<file path="src/rtl/spim_pkg.sv">
package spim_pkg;
    localparam int SEL_W = 2;
    localparam int NCS   = 1 << SEL_W;

    localparam logic [8:0] A_CTRL  = 9'h000;
    localparam logic [8:0] A_CTRL2 = 9'h004;
    localparam logic [8:0] A_STAT  = 9'h008;
    localparam logic [8:0] A_LEVEL = 9'h01C;
    localparam logic [8:0] A_TXWIN = 9'h100;
    localparam logic [8:0] A_RXWIN = 9'h180;

    localparam int C_EN    = 31;
    localparam int C_GO    = 30;
    localparam int C_IDLE  = 24;
    localparam int C_PHASE = 21;
    localparam int C_CSVAL = 12;
    localparam int C_CSSW  = 11;
    localparam int C2_RXEN = 31;
    localparam int C2_TXEN = 30;
    localparam int C2_SEL  = 18;
    localparam int C2_HOLD = 17;

    localparam int S_BUSY  = 31;
    localparam int S_RDY   = 30;
    localparam int S_ERR   = 29;
    localparam int S_RXFL  = 27;
    localparam int S_TXFL  = 26;
    localparam int S_RXOVF = 25;
    localparam int S_TXUNR = 24;
    localparam int S_RXEMP = 23;
    localparam int S_RXFUL = 22;
    localparam int S_TXEMP = 21;
    localparam int S_TXFUL = 20;
    localparam int S_TXOVF = 19;
    localparam int S_RXUNR = 18;

    localparam logic [31:0] CTRL_KEEP  = 32'h9320_181F;
    localparam logic [31:0] CTRL2_KEEP = 32'hC00E_0000;

    typedef enum logic [1:0] {SH_IDLE, SH_RUN, SH_DONE} sh_state_t;
endpackage

</file>
<file path="src/rtl/spim_fifo.sv">
module spim_fifo #(
    parameter int W     = 32,
    parameter int DEPTH = 4
) (
    input  logic                   clk,
    input  logic                   rst_n,
    input  logic                   flush,
    input  logic                   push,
    input  logic [W-1:0]           wdata,
    input  logic                   pop,
    output logic [W-1:0]           rdata,
    output logic [$clog2(DEPTH):0] count,
    output logic                   full,
    output logic                   empty
);
    localparam int AW = (DEPTH > 1) ? $clog2(DEPTH) : 1;
    localparam int CW = $clog2(DEPTH) + 1;

    logic [W-1:0]  mem [DEPTH];
    logic [AW-1:0] wp, rp;
    logic [CW-1:0] cnt;
    logic          push_ok, pop_ok;

    function automatic logic [AW-1:0] bump(input logic [AW-1:0] p);
        return (p == AW'(DEPTH - 1)) ? '0 : p + 1'b1;
    endfunction

    assign full    = (cnt == CW'(DEPTH));
    assign empty   = (cnt == '0);
    assign push_ok = push && !full;
    assign pop_ok  = pop && !empty;
    assign rdata   = mem[rp];
    assign count   = cnt;

    always_ff @(posedge clk or negedge rst_n) begin
        if (!rst_n) begin
            wp  <= '0;
            rp  <= '0;
            cnt <= '0;
        end else if (flush) begin
            wp  <= '0;
            rp  <= '0;
            cnt <= '0;
        end else begin
            if (push_ok) wp <= bump(wp);
            if (pop_ok)  rp <= bump(rp);
            cnt <= cnt + CW'(push_ok) - CW'(pop_ok);
        end
    end

    always_ff @(posedge clk) begin
        if (push_ok && !flush) mem[wp] <= wdata;
    end
endmodule

</file>
<file path="src/rtl/spim_shift.sv">
module spim_shift import spim_pkg::*; #(
    parameter int CLK_DIV = 4,
    parameter int WMAX    = 32
) (
    input  logic                    clk,
    input  logic                    rst_n,
    input  logic                    go,
    input  logic [WMAX-1:0]         word,
    input  logic [$clog2(WMAX)-1:0] len_m1,
    input  logic                    late_phase,
    input  logic                    idle_hi,
    input  logic                    miso,
    output logic                    busy,
    output logic                    done,
    output logic [WMAX-1:0]         rx_word,
    output logic                    sclk,
    output logic                    mosi
);
    localparam int LW   = $clog2(WMAX);
    localparam int HALF = (CLK_DIV < 2) ? 1 : CLK_DIV / 2;
    localparam int DCW  = (HALF > 1) ? $clog2(HALF) : 1;

    sh_state_t     state, nxt;
    logic [DCW-1:0] div_cnt;
    logic [LW:0]    edge_idx, last_idx;
    logic [WMAX-1:0] txsh, rxsh;
    logic           lvl, ph;
    logic           tick, leading, smp, shf;

    assign tick    = (state == SH_RUN) && (div_cnt == DCW'(HALF - 1));
    assign leading = ~edge_idx[0];
    assign smp     = leading ^ ph;
    assign shf     = ph ? (leading && edge_idx != '0) : !leading;

    always_ff @(posedge clk or negedge rst_n) begin
        if (!rst_n) state <= SH_IDLE;
        else        state <= nxt;
    end

    always_comb begin
        nxt  = state;
        busy = 1'b0;
        done = 1'b0;
        unique case (state)
            SH_IDLE: if (go) nxt = SH_RUN;
            SH_RUN: begin
                busy = 1'b1;
                if (tick && edge_idx == last_idx) nxt = SH_DONE;
            end
            SH_DONE: begin
                busy = 1'b1;
                done = 1'b1;
                nxt  = SH_IDLE;
            end
            default: nxt = SH_IDLE;
        endcase
    end

    always_ff @(posedge clk or negedge rst_n) begin
        if (!rst_n) begin
            div_cnt  <= '0;
            edge_idx <= '0;
            last_idx <= '0;
            txsh     <= '0;
            rxsh     <= '0;
            lvl      <= 1'b0;
            ph       <= 1'b0;
        end else if (state == SH_IDLE && go) begin
            txsh     <= word << (LW'(WMAX - 1) - len_m1);
            rxsh     <= '0;
            div_cnt  <= '0;
            edge_idx <= '0;
            lvl      <= 1'b0;
            last_idx <= {len_m1, 1'b1};
            ph       <= late_phase;
        end else if (state == SH_RUN) begin
            if (tick) begin
                div_cnt  <= '0;
                lvl      <= ~lvl;
                edge_idx <= edge_idx + 1'b1;
                if (smp) rxsh <= {rxsh[WMAX-2:0], miso};
                if (shf) txsh <= txsh << 1;
            end else begin
                div_cnt <= div_cnt + 1'b1;
            end
        end
    end

    assign rx_word = rxsh;
    assign mosi    = txsh[WMAX-1];
    assign sclk    = idle_hi ^ lvl;
endmodule

</file>
<file path="src/rtl/spim_ctrl.sv">
module spim_ctrl import spim_pkg::*; #(
    parameter int FIFO_DEPTH = 4,
    parameter int CLK_DIV    = 4
) (
    input  logic           clk,
    input  logic           rst_n,
    input  logic           bus_wr,
    input  logic           bus_rd,
    input  logic [8:0]     bus_addr,
    input  logic [31:0]    bus_wdata,
    output logic [31:0]    bus_rdata,
    output logic           spi_sclk,
    output logic           spi_mosi,
    input  logic           spi_miso,
    output logic [NCS-1:0] spi_cs_n
);
    localparam int CW = $clog2(FIFO_DEPTH) + 1;

    logic [31:0] ctrl_q, ctrl2_q;
    logic        rdy_q, rx_ovf_q, tx_unr_q, tx_ovf_q, rx_unr_q, held_q;
    logic        wr_ctrl, wr_ctrl2, wr_stat, wr_tx, rd_rx;
    logic        go, tx_pop, rx_push, sh_busy, sh_done, cs_on, cfg_idle_hi;
    logic [31:0] tx_head, rx_head, sh_word, sh_rx, stat_word, level_word;
    logic [CW-1:0] tx_cnt, rx_cnt;
    logic        tx_full, tx_empty, rx_full, rx_empty;

    assign wr_ctrl  = bus_wr && bus_addr == A_CTRL;
    assign wr_ctrl2 = bus_wr && bus_addr == A_CTRL2;
    assign wr_stat  = bus_wr && bus_addr == A_STAT;
    assign wr_tx    = bus_wr && bus_addr == A_TXWIN;
    assign rd_rx    = bus_rd && bus_addr == A_RXWIN;

    assign go      = wr_ctrl && bus_wdata[C_EN] && bus_wdata[C_GO] && !sh_busy;
    assign tx_pop  = go && ctrl2_q[C2_TXEN] && !tx_empty;
    assign sh_word = tx_pop ? tx_head : '0;
    assign rx_push = sh_done && ctrl2_q[C2_RXEN];
    assign cfg_idle_hi = ctrl_q[C_IDLE];

    spim_fifo #(.W(32), .DEPTH(FIFO_DEPTH)) u_txq (
        .clk(clk), .rst_n(rst_n), .flush(wr_stat && bus_wdata[S_TXFL]),
        .push(wr_tx), .wdata(bus_wdata), .pop(tx_pop), .rdata(tx_head),
        .count(tx_cnt), .full(tx_full), .empty(tx_empty));

    spim_fifo #(.W(32), .DEPTH(FIFO_DEPTH)) u_rxq (
        .clk(clk), .rst_n(rst_n), .flush(wr_stat && bus_wdata[S_RXFL]),
        .push(rx_push), .wdata(sh_rx), .pop(rd_rx), .rdata(rx_head),
        .count(rx_cnt), .full(rx_full), .empty(rx_empty));

    spim_shift #(.CLK_DIV(CLK_DIV), .WMAX(32)) u_shift (
        .clk(clk), .rst_n(rst_n), .go(go), .word(sh_word),
        .len_m1(bus_wdata[4:0]), .late_phase(bus_wdata[C_PHASE]),
        .idle_hi(cfg_idle_hi), .miso(spi_miso), .busy(sh_busy),
        .done(sh_done), .rx_word(sh_rx), .sclk(spi_sclk), .mosi(spi_mosi));

    always_ff @(posedge clk or negedge rst_n) begin
        if (!rst_n) begin
            ctrl_q   <= '0;
            ctrl2_q  <= '0;
            rdy_q    <= 1'b0;
            rx_ovf_q <= 1'b0;
            tx_unr_q <= 1'b0;
            tx_ovf_q <= 1'b0;
            rx_unr_q <= 1'b0;
            held_q   <= 1'b0;
        end else begin
            if (wr_ctrl)  ctrl_q  <= bus_wdata & CTRL_KEEP;
            if (wr_ctrl2) ctrl2_q <= bus_wdata & CTRL2_KEEP;
            rdy_q    <= sh_done | (rdy_q & ~(wr_stat & bus_wdata[S_RDY]));
            rx_ovf_q <= (rx_push && rx_full) | (rx_ovf_q & ~(wr_stat & bus_wdata[S_RXOVF]));
            tx_unr_q <= (go && ctrl2_q[C2_TXEN] && tx_empty)
                      | (tx_unr_q & ~(wr_stat & bus_wdata[S_TXUNR]));
            tx_ovf_q <= (wr_tx && tx_full) | (tx_ovf_q & ~(wr_stat & bus_wdata[S_TXOVF]));
            rx_unr_q <= (rd_rx && rx_empty) | (rx_unr_q & ~(wr_stat & bus_wdata[S_RXUNR]));
            if (!ctrl2_q[C2_HOLD] || ctrl_q[C_CSSW]) held_q <= 1'b0;
            else if (sh_done)                       held_q <= 1'b1;
        end
    end

    assign cs_on = ctrl_q[C_CSSW] ? ctrl_q[C_CSVAL] : (sh_busy | held_q);

    for (genvar i = 0; i < NCS; i++) begin : g_cs
        assign spi_cs_n[i] = ~(cs_on && ctrl2_q[C2_SEL +: SEL_W] == SEL_W'(i));
    end

    always_comb begin
        stat_word          = '0;
        stat_word[S_BUSY]  = sh_busy;
        stat_word[S_RDY]   = rdy_q;
        stat_word[S_ERR]   = rx_ovf_q | tx_unr_q | tx_ovf_q | rx_unr_q;
        stat_word[S_RXOVF] = rx_ovf_q;
        stat_word[S_TXUNR] = tx_unr_q;
        stat_word[S_RXEMP] = rx_empty;
        stat_word[S_RXFUL] = rx_full;
        stat_word[S_TXEMP] = tx_empty;
        stat_word[S_TXFUL] = tx_full;
        stat_word[S_TXOVF] = tx_ovf_q;
        stat_word[S_RXUNR] = rx_unr_q;
        level_word         = '0;
        level_word[16 +: CW] = rx_cnt;
        level_word[0 +: CW]  = tx_cnt;
    end

    always_comb begin
        case (bus_addr)
            A_CTRL:  bus_rdata = ctrl_q;
            A_CTRL2: bus_rdata = ctrl2_q;
            A_STAT:  bus_rdata = stat_word;
            A_LEVEL: bus_rdata = level_word;
            A_RXWIN: bus_rdata = rx_empty ? '0 : rx_head;
            default: bus_rdata = '0;
        endcase
    end
endmodule

</file>
<file path="config.mk">
export PLATFORM = sky130hd
export DESIGN_NAME = spim_ctrl
export DESIGN_NICKNAME = d
export VERILOG_FILES = /design/src/rtl/spim_pkg.sv /design/src/rtl/spim_fifo.sv /design/src/rtl/spim_shift.sv /design/src/rtl/spim_ctrl.sv
export SDC_FILE = /design/constraint.sdc
export NUM_CORES = 1
export LEC_CHECK = 0
export BUFFER_PORTS_ARGS = -buffer_cell sky130_fd_sc_hd__buf_4
export CORE_UTILIZATION = 56
export CTS_BUF_LIST = sky130_fd_sc_hd__clkbuf_8 sky130_fd_sc_hd__clkbuf_16
export DETAILED_ROUTE_END_ITERATION = 10
export HOLD_SLACK_MARGIN = 0.05
export PLACE_DENSITY = 0.73
export SETUP_SLACK_MARGIN = 0.5
export SYNTH_ARGS = -nofsm -noshare
export SYNTH_HDL_FRONTEND = slang
export SYNTH_SLANG_ARGS = --single-unit
</file>
<file path="constraint.sdc">
create_clock -name clk -period 2.75 [get_ports clk]
set_clock_uncertainty 0.05 [all_clocks]
set_input_delay 0.275 -clock clk [delete_from_list [all_inputs] [get_ports clk]]
set_output_delay 0.275 -clock clk [all_outputs]
set_load 0.05 [all_outputs]
</file>
# After elaboration in Yosys (flattened, before gate mapping)

Memory sizes are Yosys's and may differ from the RTL's.
Index checks and enable logic that the tools add are counted.

Memory bits (writable): 256
Bits of input ports: 46
Memories: 2
Output and inout bits: 38
Bits in registers: 118
Logic and storage cells: 194

Memory list:

| name      | words | bits a word | read ports | clocked after memory_dff | write ports | RTL line        | RTL |
|---|---|---|---|---|---|---|---|
| u_rxq.mem | 4     | 32          | 1          | 0                        | 1           | spim_fifo.sv:19 | `logic [W-1:0] mem [DEPTH];` |
| u_txq.mem | 4     | 32          | 1          | 0                        | 1           | spim_fifo.sv:19 |  |

Shift-type cells: 1
Reductions and logical operators: 60
Equal/unequal tests: 19
Bitwise operators: 32
Mux-type cells: 47
Add/sub/neg operators: 11

Operators with widths:

| kind                                                                   | count |
|---|---|
| 32-bit 2-to-1 mux                                                      | 10 |
| 32-bit case mux with 5 select lines                                    | 1 |
| 32-bit by 5-bit left shift with 32-bit output                          | 1 |
| 1-bit logical AND                                                      | 31 |
| 2-bit 2-to-1 mux                                                       | 14 |
| 9-bit equality test (second input constant)                            | 2 |
| 6-bit 2-to-1 mux                                                       | 3 |
| 2-bit nonzero test                                                     | 9 |
| 1-bit 2-to-1 mux                                                       | 16 |
| 2-bit equality test (second input constant)                            | 7 |
| 1-bit NOT                                                              | 11 |
| 1-bit AND                                                              | 10 |
| 9-bit by 3-bit equality test with 1-bit output (second input constant) | 1 |
| 9-bit by 4-bit equality test with 1-bit output (second input constant) | 1 |
| 9-bit by 5-bit equality test with 1-bit output (second input constant) | 1 |
| 9-bit zero test                                                        | 1 |
| 1-bit bitwise OR                                                       | 9 |
| 2-bit by 1-bit adder with 2-bit output (second input constant)         | 4 |
| 1-bit zero test                                                        | 8 |
| 3-bit by 1-bit adder with 3-bit output                                 | 2 |
| 6-bit by 1-bit adder with 6-bit output (second input constant)         | 1 |
| 3-bit equality test (second input constant)                            | 2 |
| 6-bit equality test                                                    | 1 |
| 3-bit zero test                                                        | 2 |
| 14 further kinds                                                       | 22 |

# Longest topological paths before layout

Gate-level depths: netlist of run 1.

Word-level depth: 10
Gate-level depth with buffers: 15
Gate-level depth less buffers: 14

# Modules after synthesis

Synthesis of run 1 repeated with hierarchy kept, for this count alone.

Cell total of the unflattened synthesis: 1192
Area total of the unflattened synthesis: 17428.0 µm²

By module, submodules not included:

| module     | times used | cells an instance | seq. area each (µm²) | area each (µm²) |
|---|---|---|---|---|
| spim_fifo  | 2          | 216               | 4018.9               | 5126.2 |
| spim_shift | 1          | 530               | 2026.9               | 5190.0 |
| spim_ctrl  | 1          | 230               | 575.6                | 1985.7 |

# Least setup slack after synthesis of run 1

No wires, ideal clock.

Kind: flip-flop to flip-flop
From: register u_shift.state[0]
To: register u_txq.cnt[2] (netlist: u_txq.count[2])
Setup time: 127 ps
Period minus slack after synthesis: 3011 ps
Buffers on the path: 1
Data required time: 2573 ps
Cell stages (with the launch flop): 16
Data arrival time: 2834 ps
Path slack: -261 ps
Cells stage by stage: dfrtp_1 -> inv_1 -> ha_1 -> nand3b_1 -> or2_1 -> or3_1 -> buf_6 -> clkinv_8 -> ha_1 -> inv_1 -> ha_1 -> inv_1 -> fa_1 -> xor2_1 -> xnor2_1 -> nor2_1

Longest elaborated chain between the ends: 10
Elaborated cells on any way between the ends: 11
Those cells by class: add/sub: 1; eq/ne: 2; mux: 2; reduce/logical: 6

RTL lines:

| what                                                                                         | RTL line         | RTL |
|---|---|---|
| start, declared                                                                              | spim_shift.sv:23 | `sh_state_t state, nxt;` |
| start signal, assigned                                                                       | spim_shift.sv:37 | `else state <= nxt;` |
| 2-bit equality test / 2-bit by 1-bit equality test with 1-bit output (equally long branches) | spim_shift.sv:44 | `unique case (state)` |
| 2-bit OR reduction (no source line) *                                                        | --               |  |
| 1-bit 2-to-1 mux *                                                                           | spim_shift.sv:44 |  |
| 1-bit zero test *                                                                            | spim_ctrl.sv:33  | `assign go = wr_ctrl && bus_wdata[C_EN] && bus_wdata[C_GO] && !sh_busy;` |
| 1-bit logical AND *                                                                          | spim_ctrl.sv:33  |  |
| 1-bit logical AND * (2 in series)                                                            | spim_ctrl.sv:34  | `assign tx_pop = go && ctrl2_q[C2_TXEN] && !tx_empty;` |
| 1-bit logical AND *                                                                          | spim_fifo.sv:31  | `assign pop_ok = pop && !empty;` |
| 3-bit by 1-bit subtractor with 3-bit output *                                                | spim_fifo.sv:47  | `cnt <= cnt + CW'(push_ok) - CW'(pop_ok);` |
| 3-bit 2-to-1 mux *                                                                           | spim_fifo.sv:40  | `end else if (flush) begin` |
| end signal, assigned                                                                         | spim_fifo.sv:47  |  |
| end, declared                                                                                | spim_fifo.sv:21  | `logic [CW-1:0] cnt;` |

Every way passes the cells marked *; elsewhere a longest branch is shown, timed or not.
A chain may end at the register's enable or synchronous reset.

# Worst setup path in the final report of run 1

From: register u_txq.rp[1]
To: register u_shift.txsh[25]

Longest elaborated chain between the ends: 4

RTL lines:

| what                                          | RTL line         | RTL |
|---|---|---|
| start, declared                               | spim_fifo.sv:20  | `logic [AW-1:0] wp, rp;` |
| start signal, assigned                        | spim_fifo.sv:46  | `if (pop_ok) rp <= bump(rp);` |
| memory 4 x 32 bit                             | --               |  |
| 32-bit 2-to-1 mux                             | spim_ctrl.sv:35  | `assign sh_word = tx_pop ? tx_head : '0;` |
| 32-bit by 5-bit left shift with 32-bit output | spim_shift.sv:69 | `txsh <= word << (LW'(WMAX - 1) - len_m1);` |
| 32-bit 2-to-1 mux                             | spim_shift.sv:68 | `end else if (state == SH_IDLE && go) begin` |
| end signal, assigned                          | spim_shift.sv:69 |  |
| end signal, assigned                          | spim_shift.sv:82 | `if (shf) txsh <= txsh << 1;` |
| end, declared                                 | spim_shift.sv:26 | `logic [WMAX-1:0] txsh, rxsh;` |

Every way passes these cells.

==> impl_metrics.tcl, run 1 <==
set metrics [dict create \
    synth_cell_types 63 \
    cts_buffer_depth 3 \
    root_buffer "clkbuf_16" \
    drt_iter0_drc 1074 \
    worstPathArrival_ns 3.20 \
    synthFlopType "edfxtp_1" \
    cp_slowest_cell "dfrtp_4" \
    wirelength_um 50800 \
    max_freq_mhz 356 \
    vias 12290 \
    gr-usage-all-layers_pct 30.3 \
    swShare_pct 23.7 \
    slew_headroom_pct 46.2 \
    cts.clk_slew.worst_paths_ns 0.06 \
    leakagePower_nw 8.38 \
    htreeDepth 2 \
    critPathKind "flip-flop to flip-flop" \
    synth_top_area_share_pct 44.1 \
    floorplan.io_pins 84 \
    clock_latency_ns 0.54 \
    p_switching_mw 3.06 \
    r2r_end "u_shift.txsh[25]" \
    die_height_um 178 \
    synth_top_cells_by_count "edfxtp_1, dfrtp_1, mux2i_1" \
    synth-edff-count 256 \
    violations "negative setup slack" \
    p_clk_share_pct 41.7 \
    irDropWorstVdd_mv 0.695 \
    grt_pass1_wl_um 71400 \
    final_nets 1573 \
    post-synth-top-count-cell "edfxtp_1" \
    path_buf_inv 2 \
    die_x_um 178 \
    final_hold_viol_count 0 \
    worstPathCellList "buf_12, buf_12, mux2i_4, mux4_2, mux2_4, mux2_4, o32ai_4, nor4_2, a31oi_1" \
    post-route-min-period_ns 2.81 \
    setup_viol 5 \
    yosys.area.top_type "edfxtp_1" \
    cts.sinks 374 \
    status "complete, but fails checks" \
    max_stage_delay_ns 0.55 \
    intPower_mw 9.88 \
    worst-r2r-setup-slack_ns -0.06 \
    cts_tree "yes" \
    power_density_mw_per_mm2 545 \
    rows 64 \
    max_cap_viol_count 0 \
    seq_area_sq_mm 0.0107 \
    ys_warn_count 0 \
    r2r_cells 9 \
    yosys-top-cells-area "edfxtp_1, dfrtp_1, mux4_2, mux2i_1, mux2_2" \
    p_comb_share_pct 10.2 \
    required_ns 3.14 \
    finalWorstSetupSlack_ns -0.0598 \
    avgSynthCellArea_sq_um 14.3 \
    crit_fanout 6 \
    ant_nets 0 \
    vias_per_cell 6.35 \
    syn_to_final_growth_pct 36.2 \
    io_buffer_count 83 \
    fillers 1654 \
    whs_path_depth 4 \
    wl_per_cell_um 26.3 \
    drive_gt1_share_pct 45.6 \
    tightest_slew_ns 0.796 \
    fin_crit_sh_pct 102 \
    startpoint_type "flip-flop" \
    hold-worst-slack_ns 0.123 \
    whs_endpoint "tx_ovf_q" \
    drc 0 \
    slew_viol_final 0 \
    grt_max_degree 50 \
    seq_power_share_pct 48.1 \
    synth_nets 1285 \
    antenna_found_initial 0 \
    cts_buffers 40 \
    synthArstFlopShare_pct 31.6 \
    overflow 0 \
    critPathTopFamily "multiplexers" \
    worst_hold_startpoint "bus_addr[7]" \
    grt_pass1_vias 12241 \
    hp-class "input port to flip-flop" \
    gp_congestion 0.970 \
    dr.pass1.iters 6 \
    seq_area_frac_synth_pct 61.1 \
    fp.dieArea_sq_mm 0.0318 \
    synth_cells 1218 \
    multi_input_area_sq_mm 0.00767 \
    grt_setup_unrepaired "true" \
    core_area_sq_mm 0.0306 \
    synth_area_sq_mm 0.0174 \
    ys_ff_latch 374 \
    start_util_pct 56.9 \
    diodes 0 \
    hpwl_um 28100 \
    worstSetupEndpointType "flip-flop" \
    r2r_start "u_txq.rp[1]" \
    place_ws_ns -0.233 \
]
worst max-delay path by stage:
stage / startpoint / to / slack, ns / depth (start not counted)
6_report: u_txq.rp[1] / u_shift.txsh[25] / -0.06 / 9
5_1_grt: u_shift.state[0] / u_txq.count[2] / -0.14 / 14
4_1_cts: u_shift.state[0] / u_txq.count[2] / -0.02 / 14
3_5_place_dp: bus_addr[8] / u_txq.count[2] / -0.23 / 13
3_3_place_gp: bus_addr[8] / u_txq.count[2] / -0.19 / 13
2_1_floorplan: u_shift.state[1] / u_txq.count[2] / -0.14 / 15
power by group through the flow:
stage	Combinational, mW	Clock, mW	Sequential [mW]
global route	1.39	5.64	6.23
global placement	0.826	0	6.31
floorplan	0.509	0	6.28
detailed placement	0.849	0	6.31
CTS	1.16	5.39	6.21
finish	1.32	5.40	6.22
tightest hold or removal path: stages:
cell     delay, ns
buf_4         0.11
nor3_1        0.06
nand3_1       0.11
o21ai_0       0.09
through the flow:
step           instance area, sq um  setup TNS (ns)  util [%]  instances  total power [mW]
2_1_floorplan                 17600          -0.137         -       1218              6.79
3_3_place_gp                  19200          -0.237      62.9       1723              7.13
3_5_place_dp                  19200          -0.310      62.9       1723              7.16
4_1_cts                       22700         -0.0191      74.2       1887              12.8
5_1_grt                       23700          -0.662      77.6       1934              13.3
6_report                      23700          -0.170      77.6       1934              12.9
routing by layer:
| metal | part of all wire (%) | track usage (%) |
|---|---|---|
| met1 | 36 | 37.8 |
| met2 | 52 | 52.1 |
| met3 | 7.3 | 4.67 |
| met4 | 5.0 | 14.2 |
| met5 | 0 | 0 |
area by class of cell:
cell class                      count  area share (%)
Tap cell                          396            2.09
Sequential cell                   374            44.9
Timing Repair Buffer              314            14.5
Clock buffer                       46            4.66
Inverter                           38           0.654
Clock inverter                     28           0.918
Multi-Input combinational cell    738            32.3
state kept, by name (all words and copies together) (netlist names), 2 cells and up:
register,cells
u_shift.state,2
u_txq.rp,2
u_txq.mem,128
u_rxq.rp,2
u_rxq.mem,128
u_rxq.wp,2
u_shift.txsh,32
ctrl2_q,5
ctrl_q,12
u_shift.last_idx,6
u_txq.wp,2
u_rxq.count,3
u_shift.rx_word,32
u_txq.count,3
u_shift.edge_idx,6
cell families (layout without fill, tap and decap cells):
logic type / Yosys count / in the layout / share of synthesized area [%]
multiplexers: 236 / 236 / 19.5
flip-flops: 374 / 374 / 61.1
adder cells (fa/ha/maj): 21 / 21 / 1.59
AO/OA/AOI/OAI: 168 / 168 / 6.22
AND/OR/NAND/NOR: 287 / 295 / 7.72
buffers and inverters: 114 / 426 / 2.94
XOR/XNOR: 18 / 18 / 0.905
what timing repair did:
action / 4_1_cts / 5_1_grt
hold endpoints to repair: 151 / 0
buffers inserted: 52 / 37
resized for setup: 333 / 123
hold buffers: 30 / 0
pin swaps: 82 / 47
endpoints found under the setup margin: 201 / 228
cloned: 8 / 10
cell usage in the layout (no fill, tap or decap), types with 7 or more instances in the layout:
master	n
a21oi_1	27
a21oi_2	15
a222oi_1	10
and2_2	8
and2_4	23
buf_12	28
buf_4	154
buf_6	62
buf_8	30
clkbuf_16	47
clkinv_1	7
clkinv_2	8
dfrtp_1	112
dlygate4sd3_1	30
edfxtp_1	256
ha_1	14
inv_1	33
inv_2	10
mux2_2	26
mux2_4	30
mux2i_1	77
mux2i_2	12
mux2i_4	14
mux4_2	77
nand2_1	76
nand2_2	10
nand3_1	11
nor2_1	35
nor2_2	7
nor2_4	44
nor3_1	13
o211ai_1	8
o21ai_0	25
o21ai_1	11
o21ai_2	9
o22ai_1	8
xnor2_1	9
xor2_1	9
Note: power is estimated with default switching activity, not from simulation.
==> run 2: changes to the inputs <==
Settings changed: SETUP_SLACK_MARGIN 0.5 to 0.3.
==> impl_metrics.tcl, run 2 (synthesized netlist as in run 1, its figures left out) <==
set metrics [dict create \
    p_comb_share_pct 9.3 \
    max_stage_delay_ns 0.54 \
    final_nets 1536 \
    hold-worst-slack_ns 0.108 \
    seq_area_sq_mm 0.0107 \
    required_ns 2.42 \
    power_mw 12.8 \
    slew_viol_final 0 \
    fin_crit_sh_pct 103 \
    diodes 0 \
    max_freq_mhz 353 \
    critPathKind "flip-flop to output port" \
    root_buffer "clkbuf_16" \
    layout_common_cells "edfxtp_1, buf_4, dfrtp_1" \
    multi_input_area_sq_mm 0.00709 \
    cts_buffer_depth 3 \
    cp_num_cells 8 \
    vias_per_cell 6.17 \
    worstSetupStartpoint "u_shift.state[0]" \
    grt_max_degree 52 \
    worstSetupEndpointType "output port" \
    intPower_mw 9.81 \
    die_height_um 178 \
    power_density_mw_per_mm2 561 \
    ant_nets 0 \
    drc 0 \
    irDropWorstVdd_mv 0.720 \
    floorplan.io_pins 84 \
    gr-usage-all-layers_pct 29.2 \
    setup_viol 6 \
    syn_to_final_growth_pct 30.8 \
    dr.pass1.iters 6 \
    io_buffer_count 83 \
    r2r_start "u_shift.state[0]" \
    p_switching_mw 2.96 \
    drive_gt1_share_pct 39.5 \
    worst-r2r-setup-slack_ns -0.08 \
    p_clk_share_pct 42.1 \
    slew_headroom_pct 43.4 \
    endpoint "bus_rdata[31]" \
    grt_setup_unrepaired "true" \
    fillers 1823 \
    violations "negative setup slack" \
    swShare_pct 23.2 \
    die_x_um 178 \
    fp.dieArea_sq_mm 0.0318 \
    wl_per_cell_um 24.5 \
    mostFrequentLayoutCell "edfxtp_1" \
    startpoint_type "flip-flop" \
    seq_power_share_pct 48.6 \
    place_inst 1710 \
    hpwl_um 28400 \
    htreeDepth 2 \
    cp_slowest_cell "a222oi_1" \
    worstPathCellList "inv_2, ha_4, buf_4, buf_6, buf_6, a222oi_1, nand2_1, buf_6" \
    grt_pass1_vias 11854 \
    worst_hold_startpoint "bus_addr[7]" \
    final_hold_viol_count 0 \
    cts_buffers 39 \
    antenna_found_initial 3 \
    leakagePower_nw 7.93 \
    cts.clk_slew.worst_paths_ns 0.06 \
    grt_pass1_wl_um 69000 \
    hp-class "input port to flip-flop" \
    rows 64 \
    critPathTopFamily "buffers and inverters" \
    r2r_cells 14 \
    core_area_sq_mm 0.0306 \
    finalNonFillerCells 1896 \
    path_buf_inv 5 \
    status "complete, but fails checks" \
    gp_congestion 0.951 \
    crit_fanout 3 \
    start_util_pct 56.9 \
    overflow 0 \
    drt_iter0_drc 882 \
    reg_top3 "u_rxq.mem: 128 flops, u_txq.mem: 128 flops" \
    cts.sinks 374 \
    r2r_end "u_txq.count[2]" \
    finalWorstSetupSlack_ns -0.0806 \
    cpMostUsedCell "buf_6" \
    clock_latency_ns 0.56 \
    max_cap_viol_count 0 \
    post-route-min-period_ns 2.83 \
    wirelength_um 46500 \
    cts_tree "yes" \
    worstPathArrival_ns 2.51 \
    vias 11701 \
    tightest_slew_ns 0.843 \
]
==> run 2: changes by cell type in the layout (fill, tap and decap cells not counted), moves of 10 or more <==
cell    delta
and2_4    -10
buf_4     -16
buf_8     -11
nor2_1    +42
nor2_4    -39
==> run 2: per-stage QoR <==
step	TNS, ns	setup WS [ns]	util [%]	area [sq um]
2_1_floorplan	-0.137	-0.137	-	17500
3_3_place_gp	-0.241	-0.197	62.6	19100
3_5_place_dp	-0.416	-0.221	62.6	19100
4_1_cts	-0.0596	-0.0468	72.6	22200
5_1_grt	-0.988	-0.172	74.5	22800
6_report	-0.196	-0.0806	74.5	22800
==> run 2: how the worst min path moves through the flow <==
stage | end | slack (ns) | cells past startpoint
CTS | tx_ovf_q | 0.08 | 4
finish | tx_ovf_q | 0.11 | 4
floorplan | ctrl2_q[17] | -0.07 | 0
global route | tx_ovf_q | 0.1 | 4
global placement | u_shift.txsh[24] | 0.35 | 1
detailed placement | u_shift.txsh[24] | 0.35 | 1
==> run 2: final cells by class <==
class / instances / area share [%]
Sequential cell: 374 / 46.8
Timing Repair Buffer: 286 / 13.4
Clock inverter: 28 / 1.25
Multi-Input combinational cell: 730 / 31.1
Tap cell: 396 / 2.18
Clock buffer: 44 / 4.59
Inverter: 38 / 0.681
==> run 2: tightest hold or removal path, delay by kind of cell <==
family / cells / cell delay, ns
AOI/OAI and AO/OA: 1 / 0.10
and+or+nand+nor: 2 / 0.17
buffers and inverters: 1 / 0.10
==> run 2: per-layer routing <==
metal,up-vias,part of all wire (%),routed length (um),global-route usage [%]
li1,5150,-,-,-
met1,5947,38,17600,36.8
met2,494,52,24400,51.0
met3,104,6.5,3010,4.54
met4,6,3.2,1470,10.6
met5,-,0.084,39,0
==> run 2: repair_timing <==
item                                    in CTS  in global routing
setup buffers                               50                 28
gates cloned                                 6                  0
pin swaps                                   49                 35
gates resized for setup                    228                 80
hold endpoints to repair                   175                  0
endpoints found under the setup margin      69                162
hold buffers                                30                  0
==> run 2: power groups by stage <==
stage          Combinational, mW  Clock, mW  Sequential [mW]
2_1_floorplan              0.493          0             6.27
3_3_place_gp               0.812          0             6.31
3_5_place_dp               0.830          0             6.31
4_1_cts                     1.08       5.41             6.19
5_1_grt                     1.28       5.66             6.21
6_report                    1.19       5.38             6.20
